File: src/rtl/eow_status_pkg.sv
package eow_status_pkg;

  // Strobes passed from the control to the datapath
  typedef struct packed {
    logic capture;     // latch last address/data this cycle
    logic statusRead;  // this read returns the status word
    logic passRead;    // this read returns array data
    logic toggleVal;   // toggle bit value for this read
    logic eraseMode;   // effective erase flag for this read
  } statStrobe_t;

endpackage

File: src/rtl/eow_status_ctrl.sv
module eow_status_ctrl
  import eow_status_pkg::*;
(
  input  logic        clk,
  input  logic        rstN,
  input  logic        startIn,
  input  logic        eraseIn,
  input  logic        busyIn,
  input  logic        rdEn,
  output statStrobe_t strobe
);

  logic tglQ;
  logic eraseQ;
  logic cycleOn;

  // A launch counts as busy from its own edge
  assign cycleOn = busyIn | startIn;

  always_comb begin
    strobe.capture    = startIn;
    strobe.statusRead = rdEn & cycleOn;
    strobe.passRead   = rdEn & ~cycleOn;
    strobe.toggleVal  = startIn ? 1'b1 : tglQ;
    strobe.eraseMode  = startIn ? eraseIn : eraseQ;
  end

  always_ff @(posedge clk) begin
    if (!rstN) begin
      tglQ   <= 1'b1;
      eraseQ <= 1'b0;
    end else begin
      if (startIn) begin
        eraseQ <= eraseIn;
      end
      if (startIn || strobe.statusRead) begin
        tglQ <= strobe.statusRead ? ~strobe.toggleVal : strobe.toggleVal;
      end
    end
  end

endmodule

File: src/rtl/eow_status_dp.sv
module eow_status_dp
  import eow_status_pkg::*;
#(
  parameter int ADDR_W = 17,
  parameter int DATA_W = 8
) (
  input  logic              clk,
  input  logic              rstN,
  input  statStrobe_t       strobe,
  input  logic [ADDR_W-1:0] lastAddr,
  input  logic [DATA_W-1:0] lastData,
  input  logic [ADDR_W-1:0] rdAddr,
  input  logic [DATA_W-1:0] arrayData,
  output logic [DATA_W-1:0] rdData,
  output logic              rdValid
);

  localparam int POLL_POS = DATA_W - 1;
  localparam int TGL_POS  = DATA_W - 2;
  localparam int LOW_W    = DATA_W - 2;

  logic [ADDR_W-1:0] capAddr;
  logic [DATA_W-1:0] capData;
  logic [ADDR_W-1:0] effAddr;
  logic [DATA_W-1:0] effData;
  logic [DATA_W-1:0] statusWord;

  // Bypass so a read in the launch cycle sees the new capture
  assign effAddr = strobe.capture ? lastAddr : capAddr;
  assign effData = strobe.capture ? lastData : capData;

  always_comb begin
    statusWord = '0;
    if (!strobe.eraseMode) begin
      statusWord[POLL_POS] = ~effData[POLL_POS];
      if (rdAddr == effAddr) begin
        statusWord[LOW_W-1:0] = effData[LOW_W-1:0];
      end
    end
    statusWord[TGL_POS] = strobe.toggleVal;
  end

  always_ff @(posedge clk) begin
    if (!rstN) begin
      capAddr <= '0;
      capData <= '0;
    end else if (strobe.capture) begin
      capAddr <= lastAddr;
      capData <= lastData;
    end
  end

  always_ff @(posedge clk) begin
    if (!rstN) begin
      rdData  <= '0;
      rdValid <= 1'b0;
    end else begin
      rdValid <= strobe.statusRead | strobe.passRead;
      if (strobe.statusRead) begin
        rdData <= statusWord;
      end else if (strobe.passRead) begin
        rdData <= arrayData;
      end
    end
  end

endmodule

File: src/rtl/eow_status_resp.sv
module eow_status_resp
  import eow_status_pkg::*;
#(
  parameter int ADDR_W = 17,
  parameter int DATA_W = 8
) (
  input  logic              clk,
  input  logic              rstN,
  input  logic              startIn,
  input  logic              eraseIn,
  input  logic              busyIn,
  input  logic [ADDR_W-1:0] lastAddr,
  input  logic [DATA_W-1:0] lastData,
  input  logic              rdEn,
  input  logic [ADDR_W-1:0] rdAddr,
  input  logic [DATA_W-1:0] arrayData,
  output logic [DATA_W-1:0] rdData,
  output logic              rdValid
);

  statStrobe_t strobe;

  eow_status_ctrl ctrl_i (
    .clk     (clk),
    .rstN    (rstN),
    .startIn (startIn),
    .eraseIn (eraseIn),
    .busyIn  (busyIn),
    .rdEn    (rdEn),
    .strobe  (strobe)
  );

  eow_status_dp #(
    .ADDR_W (ADDR_W),
    .DATA_W (DATA_W)
  ) dp_i (
    .clk       (clk),
    .rstN      (rstN),
    .strobe    (strobe),
    .lastAddr  (lastAddr),
    .lastData  (lastData),
    .rdAddr    (rdAddr),
    .arrayData (arrayData),
    .rdData    (rdData),
    .rdValid   (rdValid)
  );

endmodule

File: config.mk
export PLATFORM = sky130hd
export DESIGN_NAME = eow_status_resp
export DESIGN_NICKNAME = d
export VERILOG_FILES = /design/src/rtl/eow_status_pkg.sv /design/src/rtl/eow_status_ctrl.sv /design/src/rtl/eow_status_dp.sv /design/src/rtl/eow_status_resp.sv
export SDC_FILE = /design/constraint.sdc
export NUM_CORES = 1
export LEC_CHECK = 0
export ABC_CLOCK_PERIOD_IN_PS = 2400
export BUFFER_PORTS_ARGS = -buffer_cell sky130_fd_sc_hd__buf_2
export CAP_MARGIN = 5
export CORE_MARGIN = 2
export CORE_UTILIZATION = 48
export DETAILED_ROUTE_END_ITERATION = 16
export PLACE_DENSITY = 0.76
export SLEW_MARGIN = 0
export SYNTH_ARGS = -nofsm -noshare
export SYNTH_HDL_FRONTEND = slang
export SYNTH_HIERARCHICAL = 1
export SYNTH_SLANG_ARGS = --single-unit
File: constraint.sdc
create_clock -name clk -period 2.4 [get_ports clk]
set_input_delay 0.48 -clock clk [delete_from_list [all_inputs] [get_ports clk]]
set_output_delay 0.48 -clock clk [all_outputs]
set_load 0.1 [all_outputs]
After elaboration in Yosys (flattened, before gate mapping)

Cells that the tools add are included.

Register bits after elaboration: 36
Bits of input ports: 56
Logic and storage cells: 27

Equality and inequality tests: 1
Multiplexer cells: 10
Bitwise logic cells: 7
Reduce and logical (&&, ||, !) cells: 2

Operator list:

| cell                 | number |
|---|---|
| 8-bit 2-to-1 mux     | 3 |
| 17-bit equality test | 1 |
| 17-bit 2-to-1 mux    | 1 |
| 6-bit 2-to-1 mux     | 2 |
| 1-bit 2-to-1 mux     | 4 |
| 1-bit inverter       | 3 |
| 1-bit bitwise AND    | 2 |
| 1-bit bitwise OR     | 2 |
| 2-bit nonzero test   | 1 |
| 1-bit logical OR     | 1 |

Logic depth before layout (Yosys ltp)

Gate-level depths: netlist (run 1).

Depth in word-level cells: 5
Depth in mapped cells: 9
Mapped depth without buffers: 5

Hierarchy

Netlist (run 1), hierarchy kept.

By module, submodules not included:

| module          | times used | cells each | area each (sq um) | sequential area each (sq um) |
|---|---|---|---|---|
| eow_status_dp   | 1          | 147        | 1554.0            | 660.6 |
| eow_status_ctrl | 1          | 12         | 117.6             | 40.0 |

Worst setup path after synthesis (run 1)

No wires, ideal clock.

Path kind: input to register
From: input startIn
To: register dp_i.rdData[5]
Setup time: 87 ps
Arrival: 2023 ps
Data required time: 2313 ps
Path slack: 289 ps
Stages on the path: 9
Path buffers: 4
Cells stage by stage: buf_4 buf_6 buf_12 mux2i_1 xor2_1 nand4_1 or4_1 buf_2 o31ai_1

Word-level cells in the longest chain between the ends: 5
Elaborated cells between the ends (all ways): 12

RTL lines:

| what                 | line                 | text |
|---|---|---|
| from (decl)          | eow_status_resp.sv:9 | `input logic startIn,` |
| 17-bit 2-to-1 mux    | -                    |  |
| 17-bit equality test | eow_status_dp.sv:36  | `if (rdAddr == effAddr) begin` |
| 6-bit 2-to-1 mux     | eow_status_dp.sv:36  |  |
| 6-bit 2-to-1 mux     | eow_status_dp.sv:34  | `if (!strobe.eraseMode) begin` |
| 8-bit 2-to-1 mux     | eow_status_dp.sv:59  | `if (strobe.statusRead) begin` |
| to (signal assigned) | eow_status_dp.sv:60  | `rdData <= statusWord;` |
| to (signal assigned) | eow_status_dp.sv:62  | `rdData <= arrayData;` |
| to (decl)            | eow_status_dp.sv:14  | `output logic [DATA_W-1:0] rdData,` |

Parallel ways exist; a longest one is shown, timed or not.
A chain may end at the register's enable or synchronous reset.

Final worst setup path (run 1)

From: input startIn
To: register dp_i.rdData[2]

Same word-level chain as after synthesis.

==> results of run 1 <==
-- routing by layer --
metal / track usage (%) / part of all wire, % / vias up
met3: 4.50 / 5.5 / 5
met1: 22.2 / 46 / 605
met4: 8.33 / 1.3 / 0
met5: 0 / 0 / -
met2: 26.7 / 47 / 38
li1: - / - / 687
-- metrics by stage --
step	setup WS, ns	std cells
after floorplan	0.289	159
after global placement	0.0930	269
after detailed placement	0.101	269
after CTS	0.456	277
after global routing	0.267	277
final	0.443	277
-- synth_stat cells (all sizes together) (2+ instances only) --
library cell,n
o31ai,6
nand2b,2
nand4,2
xnor2,9
and2b,3
and2,4
clkbuf,3
dfxtp,35
nor4,2
buf,5
o21ai,8
xor2,8
mux2i,26
nand2,9
or2,2
mux2,7
nor2b,22
-- worst max-delay path: stages --
cell and delay [ns]:
buf_2 0.16, buf_4 0.14, mux2i_1 0.26, xor2_1 0.17, nand4_1 0.10, or4_1 0.62, o31ai_1 0.28
-- state kept, by name (all words and copies together) (netlist names) --
register       count
ctrl_i/eraseQ      1
ctrl_i/tglQ        1
dp_i/capAddr      17
dp_i/capData       7
dp_i/rdData        8
dp_i/rdValid       1
-- kinds of logic after synthesis --
family,after synthesis,synth area share [%]
AO/OA/AOI/OAI,18,6.81
XOR/XNOR,17,8.91
buffers and inverters,8,3.97
flip-flops,35,41.9
multiplexers,33,21.3
AND/OR/NAND/NOR,48,17.1
-- power by group --
part / switching [mW] / internal [mW]
Clock: 0.193 / 0.113
Combinational: 0.130 / 0.116
Sequential: 0.0102 / 0.612
Total: 0.333 / 0.841
-- final timing paths --
kind / start / slack (ns) / cells past startpoint / endpoint
setup / recovery: startIn / 0.44 / 7 / dp_i/rdData[2]
hold / removal: lastAddr[7] / 0.44 / 3 / dp_i/capAddr[7]
setup reg to reg: dp_i/capAddr[14] / 0.64 / 5 / dp_i/rdData[2]
hold reg to reg: dp_i/capData[1] / 0.53 / 2 / dp_i/capData[1]
-- cell usage in the layout, fill, tap and decap left out, types with 2 or more instances in the layout --
master,count
dfxtp_1,35
nor4_1,2
nand2_1,9
clkbuf_4,5
xor2_1,8
mux2i_1,25
nand2b_1,2
and2_1,3
or2_2,2
o31ai_1,6
buf_4,9
buf_2,63
nand4_1,2
and2b_1,3
nor2b_1,22
mux2_2,6
o21ai_0,8
xnor2_1,9
-- layout make-up --
class | count | area, µm² | share of cell area [%]
flip-flops and latches | 35 | 701 | 33.4
clock inverters | 2 | 12.5 | 0.596
well taps | 46 | 57.6 | 2.74
clock buffers | 6 | 41.3 | 1.97
multi-input cells | 116 | 905 | 43.1
repair buffers | 72 | 383 | 18.2
==> reports/metrics.yaml, run 1 <==
status: "completed"
cts_buffer_depth: 2
post-route-min-period_ns: 1.96
fin_skew_ns: 0.0125
arrival_ns: 2.21
critPathKind: "in -> reg"
grtUsageTotal_pct: 17.3
rows: 21
cts.sinks: 35
post_cts_buffers: 0
die_h_um: 63.0
cts_root_buf: "clkbuf_4"
synth.area.top_cells: "dfxtp_1 (42%), mux2i_1 (15%), nor2b_1 (8.2%), xnor2_1 (4.7%), xor2_1 (4.2%)"
first_global_vias: 1229
syn_avg_cell_area_um2: 10.5
ys_types: 29
h-tree-depth: 2
final_util_pct: 62.9
dieArea_mm2: 0.00397
clk_pin_slew_ns: 0.11
wl_per_cell_um: 11.7
netlist_instances: 159
gp_congestion: 0.746
hp-class: "in -> reg"
p_total_mw: 1.17
syn2layout_area_growth_pct: 25.6
ys_ff_latch: 35
vias_per_cell: 4.82
cts_resized: 0
place_hpwl_um: 2480
start_kind: "input port"
dr.pass1.iters: 4
cts_made_buffers: 5
initial_core_util_pct: 50.1
antenna_found_initial: 0
cts_tree: "yes"
period_share_pct: 81.5
syn_nets: 215
drv_cap: 0
drt_iter0_drc: 46
slew_viol_final: 0
core_area_mm2: 0.00334
grt_start_max_net_pins: 32
synth_edf_count: 0
route.vias.total: 1335
finalHoldViolations: 0
whs_ns: 0.438
ioPinCount: 65
grt_overflow: 0
crit_path_end_kind: "flop"
place_area_mm2: 0.00205
nNetsFinal: 286
worst-path-max-fanout: 6
synthesis.area_mm2: 0.00167
grt_setup_unrepaired: "no"
cts_hold_buffers: 0
setup_viol: 0
layout-drive-gt1-share_pct: 39.0
portBuffers: 63
yosys_most_used_dff: "dfxtp_1"
p_leak_nw: 0.971
power_density_mw_per_mm2: 559
max_freq_ghz: 0.511
design_area_mm2: 0.00210
max_slew_margin_pct: 67.7
synth_top_area_share_pct: 41.9
worst_slew_pin_slew_ns: 0.488
async_flop_share_pct: 0
vdd_drop_max_v: 0.000276
synth_top_area_cell: "dfxtp_1"
drt-total-wl_um: 3240
ys_seq_area_share_pct: 41.9
drc_errors: 0
setup_tns_ns: 0
clock_latency_ns: 0.33
yosysWarnings: 6
required_ns: 2.65
antenna_left: 0
dieWidth_um: 63.0
fillers: 329
grt_pass1_wl_um: 5420
n_antenna_cell: 0
No activity file was read; power rests on OpenSTA's default activity.
==> run 2: changes to the inputs <==
ABC_CLOCK_PERIOD_IN_PS = 1860   (was 2400)
clock period = 1.86 ns   (was 2.4 ns; I/O delays follow)
==> run 2 against run 1 <==
Combinational power increased by 49%. Sequential power increased by 30%. Clock-buffer cell count unchanged. Cell count increased by 1.8%. Critical endpoint unchanged. Clock power increased by 38%. Register-to-register slack got worse by 0.46 ns. Setup slack got worse by 0.34 ns. Critical path type unchanged. Highest routed layer unchanged. Flip-flop and latch count unchanged. Critical path depth unchanged. Total power increased by 36%. Die area unchanged.
==> reports/metrics.yaml, run 2 (synthesis results as in run 1) <==
grtUsageTotal_pct: 18.6
reg_top3: "dp_i/capAddr (17), dp_i/rdData (8), dp_i/capData (7)"
clk_pin_slew_ns: 0.10
grt_overflow: 0
die_h_um: 63.0
post-route-min-period_ns: 1.76
multi_input_area_um2: 1000
whs_ns: 0.322
arrival_ns: 2.02
antenna_found_initial: 0
rows: 21
h-tree-depth: 2
initial_core_util_pct: 50.1
crit_path_cell_trace: "buf_2 -> buf_12 -> mux2i_1 -> xor2_1 -> nand4_1 -> or4_4 -> o31ai_1"
place_area_mm2: 0.00211
grt_start_max_net_pins: 17
critPathKind: "in -> reg"
layout_setup_ws_ns: 0.0992
fin_skew_ns: 0.00585
worst_slew_pin_slew_ns: 0.486
p_leak_nw: 0.994
drt-total-wl_um: 3440
place_ws_ns: -0.339
final_cell_mix: "buf_2 (63), dfxtp_1 (35), nor2b_1 (22), mux2i_1 (14), buf_4 (14)"
hp-class: "in -> reg"
dieWidth_um: 63.0
ioPinCount: 65
start_kind: "input port"
grt_pass1_wl_um: 5770
regArea_um2: 701
final_common_cell: "buf_2"
post_cts_buffers: 0
drv_cap: 0
place_hpwl_um: 2550
r2r_start: "dp_i/capAddr[10]"
path_delay_family: "simple AND/OR/NAND/NOR gates"
slew_viol_final: 0
power_density_mw_per_mm2: 708
hp-start: "lastAddr[5]"
setup_tns_ns: 0
design_area_mm2: 0.00225
largest_register_ffs: 17
syn2layout_area_growth_pct: 34.9
cts_tree: "yes"
cts_made_buffers: 5
route.vias.total: 1342
cts_buffer_depth: 2
wl_per_cell_um: 12.2
first_global_vias: 1299
antenna_left: 0
drt_iter0_drc: 61
layout-drive-gt1-share_pct: 47.0
portBuffers: 63
cts_hold_buffers: 0
period_share_pct: 94.7
slowest_delay_ns: 0.48
dr.pass1.iters: 4
status: "completed"
cts.sinks: 35
finalHoldViolations: 0
clock_latency_ns: 0.34
core_area_mm2: 0.00334
grt_setup_unrepaired: "yes"
vdd_drop_max_v: 0.000552
crit_path_end_kind: "flop"
nNetsFinal: 292
cts_root_buf: "clkbuf_4"
vias_per_cell: 4.76
critPathSlowestCell: "or4_4"
crit_buf_inv: 2
required_ns: 2.12
dieArea_mm2: 0.00397
max_slew_margin_pct: 67.8
gp_congestion: 0.754
drc_errors: 0
max_freq_ghz: 0.568
fillers: 280
worst-path-max-fanout: 8
n_antenna_cell: 0
top_register: "dp_i/capAddr"
dp_cells: 275
critPathLaunch: "startIn"
layout.cells.non_filler: 282
setup_viol: 0
==> run 2: cell types whose count changed in the layout (fill, tap and decap cells not counted) <==
cell,before,now
buf_12,0,1
buf_4,9,14
clkbuf_1,1,0
clkbuf_8,0,1
clkinvlp_4,1,0
mux2i_1,25,14
mux2i_2,0,7
mux2i_4,1,5
nand2_1,9,8
nand2_2,0,1
nor4_1,2,0
nor4_2,0,2
or4_1,1,0
or4_4,0,1
==> run 2: per-layer routing <==
metal | up-vias | GRT usage, % | share of wire (%)
li1 | 696 | - | -
met5 | - | 0 | 0
met3 | 7 | 8.47 | 8.3
met2 | 44 | 28.9 | 47
met4 | 0 | 7.50 | 1.9
met1 | 595 | 22.2 | 43
==> run 2: stage by stage <==
step / total power [mW] / util, %
2_1_floorplan: 1.04 / -
3_3_place_gp: 1.15 / 63.3
3_5_place_dp: 1.16 / 63.3
4_1_cts: 1.58 / 64.9
5_1_grt: 1.68 / 67.6
6_report: 1.60 / 67.6
==> run 2: timing repair <==
item	CTS	global route
resized for setup	0	17
endpoints found under the hold margin	0	0
endpoints found under the setup margin	0	6
==> run 2: final timing paths <==
kind,cells past startpoint,slack (ns),end
worst min register to register,2,0.53,dp_i/capData[4]
worst min-delay path,3,0.32,dp_i/capAddr[5]
worst max register to register,5,0.18,dp_i/rdData[2]
worst max-delay path,7,0.1,dp_i/rdData[2]
==> run 2: tightest hold or removal path: cells and delay by family <==
| family | cells | cell delay (ns) |
|---|---|---|
| buffers and inverters | 1 | 0.10 |
| and+or+nand+nor | 1 | 0.10 |
| muxes | 1 | 0.06 |
==> run 2: layout make-up <==
cell class / count / area share [%]
clock buffers: 6 / 2.28
clock inverters: 1 / 0.222
multi-input cells: 116 / 44.3
flip-flops and latches: 35 / 31.1
well taps: 46 / 2.55
repair buffers: 78 / 19.5
==> run 2: power by group <==
part | switching, mW | internal [mW]
logic | 0.185 | 0.182
registers | 0.0169 | 0.790
clock network | 0.247 | 0.175
